## config.mk

```make
export PLATFORM = sky130hd
export DESIGN_NAME = gpio_irq_front
export DESIGN_NICKNAME = d
export VERILOG_FILES = /design/src/rtl/gpio_irq_pkg.sv /design/src/rtl/gpio_irq_sync.sv /design/src/rtl/gpio_irq_group.sv /design/src/rtl/gpio_irq_front.sv
export SDC_FILE = /design/constraint.sdc
export NUM_CORES = 1
export LEC_CHECK = 0
export BUFFER_PORTS_ARGS = -buffer_cell sky130_fd_sc_hd__buf_2
export CORE_ASPECT_RATIO = 0.75
export CORE_MARGIN = 2
export CORE_UTILIZATION = 60
export CTS_BUF_LIST = sky130_fd_sc_hd__clkbuf_4
export CTS_CLUSTER_DIAMETER = 150
export DETAILED_ROUTE_END_ITERATION = 12
export PLACE_DENSITY = 0.85
export REMOVE_ABC_BUFFERS = 1
export SYNTH_ARGS = -nofsm -noshare
export SYNTH_HDL_FRONTEND = slang
export SYNTH_SLANG_ARGS = --single-unit
```

## constraint.sdc

```tcl
create_clock -name clk -period 5.4 [get_ports clk]
set_input_delay 1.08 -clock clk [delete_from_list [all_inputs] [get_ports clk]]
set_output_delay 1.08 -clock clk [all_outputs]
set_load 0.03 [all_outputs]
```

## src/rtl/gpio_irq_pkg.sv

```systemverilog
package gpio_irq_pkg;
  localparam int NGRP     = 8;
  localparam int TRG_BITS = 3;
  localparam int SEL_BITS = 4;
  localparam int LANE_W   = 8;
  localparam int LANES    = 4;

  typedef enum logic [TRG_BITS-1:0] {
    TRG_OFF  = 3'd0,
    TRG_HIGH = 3'd1,
    TRG_LOW  = 3'd2,
    TRG_SET  = 3'd3,
    TRG_RSV  = 3'd4,
    TRG_RISE = 3'd5,
    TRG_FALL = 3'd6,
    TRG_ANY  = 3'd7
  } trig_t;

  localparam logic [7:0] OFS_TRIG = 8'd120;
  localparam logic [7:0] OFS_SEL  = 8'd124;
  localparam logic [7:0] OFS_MASK = 8'd128;
  localparam logic [7:0] OFS_ACK  = 8'd132;
  localparam logic [7:0] OFS_STAT = 8'd140;
endpackage

```

## src/rtl/gpio_irq_sync.sv

```systemverilog
module gpio_irq_sync #(
  parameter int W = 8
) (
  input  logic         clk,
  input  logic         rst_n,
  input  logic [W-1:0] d,
  output logic [W-1:0] q
);
  logic [W-1:0] stage1;

  always_ff @(posedge clk or negedge rst_n) begin
    if (!rst_n) begin
      stage1 <= '0;
      q      <= '0;
    end else begin
      stage1 <= d;
      q      <= stage1;
    end
  end
endmodule

```

## src/rtl/gpio_irq_group.sv

```systemverilog
module gpio_irq_group
  import gpio_irq_pkg::*;
#(
  parameter int GIDX  = 0,
  parameter int SRC_W = 128,
  parameter int SELW  = 4,
  parameter int LANE  = 8
) (
  input  logic             clk,
  input  logic             rst_n,
  input  logic [SRC_W-1:0] src,
  input  logic [SELW-1:0]  sel,
  input  trig_t            mode,
  input  logic             ack,
  output logic             pend
);
  localparam int IW = $clog2(SRC_W);

  logic [IW-1:0] idx;
  logic          cur;
  logic          prev;
  logic          edge_evt;
  logic          edge_mode;
  logic          pend_nxt;

  assign idx = IW'(sel) * IW'(LANE) + IW'(GIDX);
  assign cur = src[idx];

  assign edge_mode = (mode == TRG_RISE) || (mode == TRG_FALL) || (mode == TRG_ANY);

  always_comb begin
    case (mode)
      TRG_RISE: edge_evt = cur & ~prev;
      TRG_FALL: edge_evt = ~cur & prev;
      TRG_ANY:  edge_evt = cur ^ prev;
      default:  edge_evt = 1'b0;
    endcase
  end

  always_comb begin
    case (mode)
      TRG_HIGH: pend_nxt = cur;
      TRG_LOW:  pend_nxt = ~cur;
      TRG_SET:  pend_nxt = 1'b1;
      TRG_RISE, TRG_FALL, TRG_ANY: pend_nxt = edge_evt | (pend & ~ack);
      default:  pend_nxt = 1'b0;
    endcase
  end

  always_ff @(posedge clk or negedge rst_n) begin
    if (!rst_n) begin
      prev <= 1'b0;
      pend <= 1'b0;
    end else begin
      prev <= cur;
      pend <= pend_nxt;
    end
  end

  p_set_pending_r5: assert property (@(posedge clk) disable iff (!rst_n)
    (mode == TRG_SET) |=> pend);
  p_level_high_r4: assert property (@(posedge clk) disable iff (!rst_n)
    (mode == TRG_HIGH) |=> (pend == $past(cur)));
  p_level_low_r4: assert property (@(posedge clk) disable iff (!rst_n)
    (mode == TRG_LOW) |=> (pend == !$past(cur)));
  p_sticky_r6: assert property (@(posedge clk) disable iff (!rst_n)
    (edge_mode && pend && !ack) |=> pend);
  p_ack_clear_r7: assert property (@(posedge clk) disable iff (!rst_n)
    (edge_mode && ack && !edge_evt) |=> !pend);
  p_off_clear_r8: assert property (@(posedge clk) disable iff (!rst_n)
    ((mode == TRG_OFF) || (mode == TRG_RSV)) |=> !pend);
endmodule

```

## src/rtl/gpio_irq_front.sv

```systemverilog
module gpio_irq_front
  import gpio_irq_pkg::*;
#(
  parameter int PA_W = 32,
  parameter int PB_W = 32,
  parameter int PC_W = 16,
  parameter int PD_W = 32,
  parameter int AW   = 8,
  parameter int DW   = 32
) (
  input  logic            clk,
  input  logic            rst_n,
  input  logic            reg_wr,
  input  logic            reg_rd,
  input  logic [AW-1:0]   reg_addr,
  input  logic [DW-1:0]   reg_wdata,
  output logic [DW-1:0]   reg_rdata,
  output logic            reg_rvalid,
  input  logic [PA_W-1:0] pa_in,
  input  logic [PB_W-1:0] pb_in,
  input  logic [PC_W-1:0] pc_in,
  input  logic [PD_W-1:0] pd_in,
  output logic            irq_out
);
  localparam int SLOT   = LANES * LANE_W;
  localparam int NPORT  = 4;
  localparam int SRC_W  = NPORT * SLOT;
  localparam int IN_W   = PA_W + PB_W + PC_W + PD_W;
  localparam int OFF_B  = PA_W;
  localparam int OFF_C  = PA_W + PB_W;
  localparam int OFF_D  = PA_W + PB_W + PC_W;
  localparam int TRG_W  = NGRP * TRG_BITS;
  localparam int SELR_W = NGRP * SEL_BITS;

  logic [IN_W-1:0]   sync_q;
  logic [SRC_W-1:0]  src_flat;
  logic [TRG_W-1:0]  trig_q;
  logic [SELR_W-1:0] sel_q;
  logic [NGRP-1:0]   mask_q;
  logic [NGRP-1:0]   pend;
  logic [NGRP-1:0]   ack_vec;
  logic [NGRP-1:0]   masked;
  logic [DW-1:0]     rd_mux;

  gpio_irq_sync #(.W(IN_W)) u_sync (
    .clk   (clk),
    .rst_n (rst_n),
    .d     ({pd_in, pc_in, pb_in, pa_in}),
    .q     (sync_q)
  );

  // Each port occupies one SLOT-wide window; missing pins read as zero.
  assign src_flat = {SLOT'(sync_q[OFF_D +: PD_W]),
                     SLOT'(sync_q[OFF_C +: PC_W]),
                     SLOT'(sync_q[OFF_B +: PB_W]),
                     SLOT'(sync_q[0 +: PA_W])};

  assign ack_vec = (reg_wr && reg_addr == AW'(OFS_ACK)) ? reg_wdata[NGRP-1:0] : '0;

  always_ff @(posedge clk or negedge rst_n) begin
    if (!rst_n) begin
      trig_q <= '0;
      sel_q  <= '0;
      mask_q <= '0;
    end else if (reg_wr) begin
      case (reg_addr)
        AW'(OFS_TRIG): trig_q <= reg_wdata[TRG_W-1:0];
        AW'(OFS_SEL):  sel_q  <= reg_wdata[SELR_W-1:0];
        AW'(OFS_MASK): mask_q <= reg_wdata[NGRP-1:0];
        default: ;
      endcase
    end
  end

  for (genvar g = 0; g < NGRP; g++) begin : g_grp
    gpio_irq_group #(
      .GIDX  (g),
      .SRC_W (SRC_W),
      .SELW  (SEL_BITS),
      .LANE  (LANE_W)
    ) u_grp (
      .clk   (clk),
      .rst_n (rst_n),
      .src   (src_flat),
      .sel   (sel_q[g*SEL_BITS +: SEL_BITS]),
      .mode  (trig_t'(trig_q[g*TRG_BITS +: TRG_BITS])),
      .ack   (ack_vec[g]),
      .pend  (pend[g])
    );
  end

  assign masked  = pend & mask_q;
  assign irq_out = |masked;

  always_comb begin
    case (reg_addr)
      AW'(OFS_TRIG): rd_mux = DW'(trig_q);
      AW'(OFS_SEL):  rd_mux = DW'(sel_q);
      AW'(OFS_MASK): rd_mux = DW'(mask_q);
      AW'(OFS_STAT): rd_mux = DW'(masked);
      default:       rd_mux = '0;
    endcase
  end

  always_ff @(posedge clk or negedge rst_n) begin
    if (!rst_n) begin
      reg_rdata  <= '0;
      reg_rvalid <= 1'b0;
    end else begin
      reg_rvalid <= reg_rd;
      reg_rdata  <= reg_rd ? rd_mux : '0;
    end
  end

  p_mask_gate_r10: assert property (@(posedge clk) disable iff (!rst_n)
    (mask_q == '0) |-> !irq_out);
  p_read_latency_r2: assert property (@(posedge clk) disable iff (!rst_n)
    reg_rd |=> reg_rvalid);
  p_trig_upper_r2: assert property (@(posedge clk) disable iff (!rst_n)
    (reg_rd && reg_addr == AW'(OFS_TRIG)) |=> (reg_rdata[DW-1:TRG_W] == '0));
  p_stat_upper_r9: assert property (@(posedge clk) disable iff (!rst_n)
    (reg_rd && reg_addr == AW'(OFS_STAT)) |=> (reg_rdata[DW-1:NGRP] == '0));
endmodule

```

==> reports/results.txt, run 1 <==
CTS root buffer = clkbuf_4
Die X = 163.9 microns
Reg2Reg Capture Point = g_grp[6].u_grp.pend
clk slew on worst S/H paths = 0.07 ns
post-CTS setup buffers = 0
Worst R2R Start = sel_q[24]
Inserted Diodes = 0
DRC = 0
mapped cell area = 11500 sq um
number of synthesized flops with an enable pin = 0
sequential element share of the synthesized area = 73.31%
Clock Sinks = 337
CTS buffer count = 78
grt total ovfl = 0
total number of vias = 6632
Reg power frac = 54.6%
Clock Skews = 0.01772 ns
Fmax = 356.7 MHz
Clk pwr share = 40.0%
PwrDens = 362.0 nW/um^2
WHS Endpoint = u_sync.q[68]
Synth cell types = 49
largest family of logic cells by synthesized area = multiplexers
area delta synth->final = 19.26%
Critical Path AT = 1.72 ns
Min-Delay Path Class = reg -> reg
CP Data Required Time = 4.32 ns
CTS max path bufs = 3
Die Ht = 123.9 microns
Setup Viol. Count Final = 0
cells on worst reg2reg path = 10
post-synthesis register bit count = 337
peak supply drop = 237.2 uV
dominant synthesized flop cell = dfrtp_1
# resized after CTS = 0
multi-input logic area = 2882 sq um
worst-margin pin slew = 1.066 ns
max_slew headroom = 28.97%
RSZ-0062 raised after global routing = false
Sequential Area = 8433 sq um
reg2reg setup slack = 2.73 ns
FFs w/ async S/R, synth = 100.0%
vias in the first global route = 6963
Synth warnings = 0
routed wire length = 22040 microns
total core area = 18620 sq um
all-layer global routing usage = 23.13%
max-slew violation count = 0
global-route wire length before repair = 35220 microns
crit path launch type = register
sw frac = 22.62%
simple-gate portion of the synthesized area = 4.003%
Starting Density = 61.80%
first drt pass iteration count = 5
Worst-Skew Late Latency = 0.66 ns
hold path start = u_sync.stage1[68]
hold depth = 0
synthesized instance count = 693
fill count = 1261
final hold violations = 0
WL/cell = 17.69 microns
P_int = 3.842 mW
remaining antenna violation count = 0
Rows = 43
die area = 20310 sq um
final setup TNS = 0 ns
Compound-Gate Fraction of Synth Area = 5.536%
largest net degree at the start of global routing = 114
total power = 4.966 mW
crit end category = output pin
multiplexer share of the synthesized area = 13.73%
P_leak = 6.730 nW
layout cells sized above 1 = 42.34%
CP Max Fanout = 3
Synth Area per Inst = 16.60 sq um
max_cap viols = 0
Synth Area in Adders = 1.740%
I/O Pins = 190
status = complete, no violations
Crit Path Class = reg -> out
Initial DRC Count = 321
Via-to-Cell Ratio = 5.323
Final period util = 51.91%
xor/xnor cell area share of the yosys netlist = 0%
# H-tree levels = 3
initial antenna violation count = 2
minimum clock period = 2.803 ns
count of input and output buffers = 189
Psw = 1.123 mW
DP Wirelength = 14540 microns
Placer Congestion = 0.7905
Comb power frac = 5.5%
fin nets = 1119
hold buffers post-CTS = 0
CTS tree = done
final cells by class:
cell class / instances / share of cell area (%)
Sequential cell: 337 / 61.47
Multi-Input combinational cell: 308 / 21.00
Inverter: 26 / 0.7114
Timing Repair Buffer: 196 / 7.351
Tap cell: 247 / 2.253
Clock buffer: 115 / 6.293
Clock inverter: 17 / 0.9211
synthesized netlist by cell type, types with 5 or more instances:
master | count | area share (%)
a211oi_1 | 8 | 0.52
a21o_1 | 8 | 0.52
a21oi_1 | 17 | 0.74
a22oi_1 | 21 | 1.4
a32oi_1 | 9 | 0.69
and3_1 | 9 | 0.49
buf_2 | 5 | 0.22
clkbuf_1 | 14 | 0.46
dfrtp_1 | 337 | 73
ha_1 | 16 | 1.7
inv_1 | 26 | 0.85
mux2_2 | 69 | 6.8
mux2i_1 | 19 | 1.7
mux4_2 | 23 | 4.5
nand2_1 | 19 | 0.62
nor2_1 | 32 | 1.0
o21ai_0 | 9 | 0.39
stage by stage:
step           setup WS (ns)  hold slack [ns]  instance area, sq um  util [%]  instances
2_1_floorplan          2.501           0.3312                 11410         -        671
3_3_place_gp           2.335           0.3313                 12730     68.38       1114
3_5_place_dp           2.269           0.3347                 12730     68.38       1114
4_1_cts                2.576           0.3317                 13720     73.70       1246
5_1_grt                2.483           0.3419                 13720     73.70       1246
6_report               2.597           0.3327                 13720     73.70       1246
power by group through the flow:
| stage | registers (mW) | clock network (mW) | logic, mW |
|---|---|---|---|
| global route | 2.72 | 2.20 | 0.308 |
| floorplan | 2.73 | 0 | 0.129 |
| detailed placement | 2.76 | 0 | 0.273 |
| CTS | 2.71 | 2.05 | 0.276 |
| finish | 2.71 | 1.98 | 0.271 |
| global placement | 2.75 | 0 | 0.264 |
worst max-delay path, stage by stage (launching register included):
cell and delay, ns:
dfrtp_1 0.40, a22oi_1 0.27, nand4_1 0.18, buf_2 0.22
layout by cell type, fill, tap and decap left out, types with 2 or more instances in the layout:
| cell type | Yosys | final |
|---|---|---|
| clkinv_1 | 0 | 9 |
| inv_2 | 0 | 2 |
| mux2_2 | 69 | 69 |
| bufinv_16 | 0 | 2 |
| and3_1 | 9 | 9 |
| nor2b_1 | 4 | 4 |
| nand3_1 | 4 | 3 |
| a32oi_1 | 9 | 9 |
| o21ai_0 | 9 | 9 |
| a221oi_1 | 3 | 3 |
| nor3b_1 | 2 | 2 |
| nor3_1 | 2 | 2 |
| nor2_1 | 32 | 32 |
| ha_1 | 16 | 16 |
| buf_2 | 5 | 188 |
| a21o_1 | 8 | 8 |
| inv_1 | 26 | 26 |
| a211oi_1 | 8 | 8 |
| and2_1 | 3 | 3 |
| a22oi_1 | 21 | 21 |
| dfrtp_1 | 337 | 337 |
| nand3_2 | 1 | 2 |
| mux4_1 | 3 | 3 |
| nand2_1 | 19 | 19 |
| mux4_2 | 23 | 23 |
| buf_4 | 0 | 7 |
| clkinv_2 | 0 | 2 |
| o211ai_1 | 3 | 3 |
| clkinvlp_4 | 0 | 2 |
| mux2i_1 | 19 | 19 |
| nand4_1 | 3 | 3 |
| clkbuf_4 | 0 | 115 |
| a21oi_1 | 17 | 17 |
| nand2b_1 | 2 | 2 |
flip-flops by register name, indices dropped and copies added, names as in the netlist:
signal	cells
g_grp.u_grp.pend	8
g_grp.u_grp.prev	8
mask_q	8
reg_rdata	32
reg_rvalid	1
sel_q	32
trig_q	24
u_sync.q	112
u_sync.stage1	112
kinds of logic (layout without fill, tap and decap cells):
kind of cell	after synthesis	in the layout
AOI/OAI and AO/OA	88	88
DFF	337	337
and+or+nand+nor	89	89
muxes	115	115
adders and majority gates	16	16
buffers and inverters	48	354
worst max path at each step:
stage | startpoint | endpoint | slack, ns | depth (start not counted)
floorplan | reg_addr[7] | sel_q[0] | 2.50 | 4
global placement | reg_addr[7] | sel_q[24] | 2.33 | 5
detailed placement | reg_addr[7] | sel_q[4] | 2.27 | 5
CTS | mask_q[5] | irq_out | 2.58 | 3
global route | mask_q[5] | irq_out | 2.48 | 3
finish | mask_q[7] | irq_out | 2.60 | 3
per-layer routing:
metal | vias up | wire, microns | GRT usage [%]
li1 | 2991 | - | -
met4 | 4 | 372 | 8.662
met1 | 3363 | 9623 | 30.75
met5 | - | 24 | 0
met3 | 42 | 1591 | 7.526
met2 | 232 | 10430 | 36.40
Power figures use the tool's default switching activity.
==> run 2, diff against run 1 <==
ABC_AREA = 1   (was not set)
CORE_UTILIZATION = 53   (was 60)
PLACE_DENSITY = 0.79   (was 0.85)
clock period = 2.4 ns   (was 5.4 ns; I/O delays follow)
==> reports/results.txt, run 2 <==
status = complete, no violations
final hold violations = 0
FFs w/ async S/R, synth = 100.0%
P_leak = 7.892 nW
most used routing layer = met2
Placer Congestion = 0.8949
total core area = 22170 sq um
first drt pass iteration count = 6
I/O Pins = 190
fin nets = 1671
Die X = 178.1 microns
# H-tree levels = 3
share of the synthesized area in the top cell type = 70.01%
PwrDens = 762.1 nW/um^2
synthesized instance count = 1114
CTS tree = done
number of synthesized flops with an enable pin = 0
Non-Filler Instances = 1843
DP Wirelength = 18160 microns
commonest non-fill, non-tap cell in the layout = dfrtp_1
Synth warnings = 0
Final period util = 96.42%
crit path launch type = register
Via-to-Cell Ratio = 5.036
max_cap viols = 0
Setup Viol. Count Final = 0
most common cell in the netlist = dfrtp_1
post-synthesis register bit count = 337
Starting Density = 54.33%
initial antenna violation count = 4
DRC = 0
all-layer global routing usage = 26.09%
CP Data Required Time = 1.92 ns
crit end category = output pin
largest registers = u_sync.q: 112 flops, u_sync.stage1: 112 flops
layout cells sized above 1 = 23.42%
CTS buffer count = 81
final setup TNS = 0 ns
Clock Sinks = 337
total number of vias = 9281
count of input and output buffers = 189
Rows = 47
M2 GR Usage = 40.61%
grt total ovfl = 0
largest net degree at the start of global routing = 70
max_slew headroom = 61.62%
Worst-Skew Late Latency = 0.70 ns
Die Ht = 134.6 microns
sequential element share of the synthesized area = 70.01%
Clock Skews = 0.03927 ns
most common library cells after synthesis = 337 x dfrtp_1, 221 x nand2_1, 108 x nor2_1
Synth Area per Inst = 10.81 sq um
worst-margin pin slew = 0.5757 ns
Min-Delay Path Class = in -> reg
Fmax = 432.1 MHz
Synth area leaders = dfrtp_1 70%, nand2_1 6.9%, nand3_1 3.5%
WL/cell = 16.11 microns
M3 GR Usage = 6.391%
minimum clock period = 2.314 ns
remaining antenna violation count = 0
vias in the first global route = 9643
peak supply drop = 523.9 uV
Placed Cells = 1586
die area = 23960 sq um
CTS root buffer = clkbuf_4
clk slew on worst S/H paths = 0.06 ns
max-slew violation count = 0
mapped cell area = 12050 sq um
dominant synthesized flop cell = dfrtp_1
routed wire length = 29700 microns
CP Max Fanout = 2
Crit Path Class = reg -> out
cell taking the most area after synthesis = dfrtp_1
Initial DRC Count = 683
global-route wire length before repair = 48150 microns
CTS max path bufs = 3
Critical Path AT = 1.83 ns
met1 GRT Util = 35.97%
Synth cell types = 30
most frequent cells in the layout = 333 x dfrtp_1, 220 x nand2_1, 187 x buf_2
area delta synth->final = 30.22%
## run 2: repair_timing
item,4_1_cts,5_1_grt
gates resized for setup,0,10
hold endpoints to repair,178,0
setup buffers,0,2
hold buffers,122,0
setup endpoints to repair,0,6
## run 2: cell type report
cell class	count	area (sq um)
clock inverter	16	138.9
inverter	102	382.9
tap	294	367.9
antenna	3	7.507
timing repair buffer	334	2427
clock buffer	114	855.8
multi-input combinational	643	3067
sequential	337	8438
fill	1607	6485
## run 2: per-layer routing
layer | wire (microns) | up-vias
met3 | 2123 | 76
met5 | 0 | -
met1 | 12850 | 4429
met4 | 801 | 0
met2 | 13920 | 383
li1 | - | 4393
## run 2: path summary, 6_finish.rpt
check                                       to  slack, ns               from  depth (start not counted)
setup / recovery                       irq_out       0.09          mask_q[0]                          4
hold / removal                       sel_q[10]       0.04      reg_wdata[10]                          3
setup reg to reg           g_grp[7].u_grp.pend       0.20          sel_q[28]                         11
hold reg to reg                   u_sync.q[25]       0.33  u_sync.stage1[25]                          0
max in group asynchronous         u_sync.q[79]       1.25              rst_n                          3
min in group asynchronous         u_sync.q[48]       0.37              rst_n                          2
## run 2: cells by family (layout without fill, tap and decap cells)
kind of cell,after synthesis,count (layout),synth area share (%)
adder cells (fa/ha/maj),16,16,1.662
flip-flops,337,337,70.01
AO/OA/AOI/OAI,167,167,7.406
buffers and inverters,134,566,4.591
other,0,3,0
AND/OR/NAND/NOR,460,460,16.33
## run 2: worst max-delay path, cell delays in order, from the launching register on
cell	delay, ns
dfrtp_1	0.38
nand2_1	0.11
nand4_1	0.11
or3_4	0.39
buf_4	0.18
## run 2: through the flow
stage	power [mW]	hold WS, ns	setup WS, ns	utilization, %	instance area (sq um)
after floorplan	6.716	0.1844	0.1605	-	11880
after global placement	7.156	0.3313	0.2535	60.58	13430
after detailed placement	7.212	0.3347	0.1254	60.58	13430
after CTS	11.98	0.001235	0.04243	70.58	15650
after global routing	12.57	0.01110	-0.02321	70.74	15680
final	11.95	0.04063	0.08590	70.75	15690
## run 2: where the power goes
group | leakage, nW | total (mW) | internal [mW] | switching, mW
Sequential | 3.87 | 6.19 | 5.99 | 0.197
Clock | 0.595 | 4.66 | 2.49 | 2.18
Combinational | 3.43 | 1.10 | 0.489 | 0.612
Total | 7.89 | 12.0 | 8.97 | 2.98
==> run 3, diff against run 2 <==
--- a/config.mk
+++ b/config.mk
@@ -7,5 +7,5 @@
 export LEC_CHECK = 0
 export ABC_AREA = 1
-export BUFFER_PORTS_ARGS = -buffer_cell sky130_fd_sc_hd__buf_2
+export BUFFER_PORTS_ARGS = -buffer_cell sky130_fd_sc_hd__clkbuf_2
 export CORE_ASPECT_RATIO = 0.75
 export CORE_MARGIN = 2
==> constraint.sdc (replaced) <==
create_clock -name clk -period 2.4 [get_ports clk]
set_input_delay 0.12 -clock clk [delete_from_list [all_inputs] [get_ports clk]]
set_output_delay 0.12 -clock clk [all_outputs]
set_load 0.03 [all_outputs]
==> reports/results.txt, run 3 (synthesis results as in run 2) <==
final core utilization = 72.06%
first drt pass iteration count = 5
final hold violations = 0
die area = 23960 sq um
crit path launch = sel_q[20]
routed wire length = 30430 microns
CTS tree = done
max_slew headroom = 52.98%
largest net degree at the start of global routing = 89
slack of the critical path = 0.1603 ns
CTS buffer count = 79
Design Area, Final = 15980 sq um
fin nets = 1694
max_cap viols = 0
CTS root buffer = clkbuf_4
Final period util = 93.32%
Placed Cells = 1579
Rows = 47
Crit Path Class = reg -> reg
minimum clock period = 2.240 ns
all-layer global routing usage = 26.79%
P_leak = 8.011 nW
PwrDens = 752.1 nW/um^2
Placer Congestion = 0.8933
global-route wire length before repair = 49210 microns
total core area = 22170 sq um
Min-Delay Path Class = in -> async
Setup Viol. Count Final = 0
Die X = 178.1 microns
commonest non-fill, non-tap cell in the layout = dfrtp_1
area delta synth->final = 32.63%
Worst-Skew Late Latency = 0.69 ns
most frequent cells in the layout = 333 x dfrtp_1, 218 x nand2_1, 188 x clkbuf_2
WL/cell = 16.25 microns
peak supply drop = 547.7 uV
Hold WS = 0.02857 ns
CTS max path bufs = 3
vias in the first global route = 9899
# H-tree levels = 3
Fmax = 446.5 MHz
total number of vias = 9414
pre-CTS setup slack = 0.1943 ns
count of input and output buffers = 189
Worst R2R Start = sel_q[20]
initial antenna violation count = 1
worst-margin pin slew = 0.7053 ns
layout cells sized above 1 = 22.64%
crit end category = register
Die Ht = 134.6 microns
remaining antenna violation count = 0
Clock Skews = 0.03095 ns
Via-to-Cell Ratio = 5.026
Clock Sinks = 337
Starting Density = 54.33%
Non-Filler Instances = 1873
total power = 12.01 mW
grt total ovfl = 0
Critical Path AT = 2.79 ns
Initial DRC Count = 802
DRC = 0
Post-Place Cell Area = 13370 sq um
DP Wirelength = 18400 microns
clk slew on worst S/H paths = 0.07 ns
crit path launch type = register
CP Max Fanout = 9
status = complete, no violations
I/O Pins = 190
largest registers = u_sync.q: 112 flops, u_sync.stage1: 112 flops
CP Data Required Time = 2.95 ns
final setup TNS = 0 ns
max-slew violation count = 0
[run 3: changes by cell type in the layout (fill, tap and decap cells not counted), sizes merged]
cell	previous run	this run
clkbuf	114	303
buf	212	16
diode	3	2
inv	104	102
clkinv	11	18
dlygate4sd3	122	155
[run 3: cell type report]
cell class,instances,area [sq um]
inverters,102,382.9
flip-flops and latches,337,8438
repair buffers,359,2683
clock buffers,115,863.3
diodes,2,5.005
clock inverters,21,163.9
fillers,1540,6195
multi-input cells,643,3072
well taps,294,367.9
[run 3: metal layers]
| metal | wire length, microns | global-route usage [%] | vias up | part of all wire [%] |
|---|---|---|---|---|
| li1 | - | - | 4440 | - |
| met1 | 12560 | 34.51 | 4503 | 41 |
| met2 | 14610 | 43.82 | 415 | 48 |
| met3 | 2576 | 7.601 | 56 | 8.5 |
| met4 | 676 | 9.745 | 0 | 2.2 |
| met5 | 0 | 0 | - | 0 |
[run 3: timing repair]
item / in CTS / in global routing
hold endpoints to repair: 539 / 0
hold buffers: 155 / 0
setup buffers: 0 / 1
gates resized for setup: 0 / 11
setup endpoints to repair: 0 / 6
[run 3: worst paths after layout]
path | cells past startpoint | slack [ns] | endpoint
setup / recovery | 15 | 0.16 | g_grp[5].u_grp.pend
hold / removal | 2 | 0.03 | u_sync.stage1[24]
setup reg to reg | 15 | 0.16 | g_grp[5].u_grp.pend
hold reg to reg | 0 | 0.33 | u_sync.q[9]
max in group asynchronous | 3 | 1.55 | reg_rdata[10]
min in group clk | 2 | 0.07 | u_sync.stage1[97]
[run 3: report_power, final]
group / internal, mW / switching [mW]
clock: 2.52 / 2.16
sequential: 5.99 / 0.199
combinational: 0.514 / 0.631
[run 3: worst max-delay path: stages, from the launching register on]
cell     delay [ns]
dfrtp_2        0.48
inv_2          0.15
nand2_1        0.06
nand2_1        0.07
nand2_1        0.05
nand3_1        0.13
nand3_1        0.15
nand2_2        0.13
inv_1          0.05
ha_1           0.18
nand3_1        0.10
o21ai_0        0.09
a21oi_1        0.17
nand2_1        0.09
a21oi_1        0.12
nand3_1        0.08
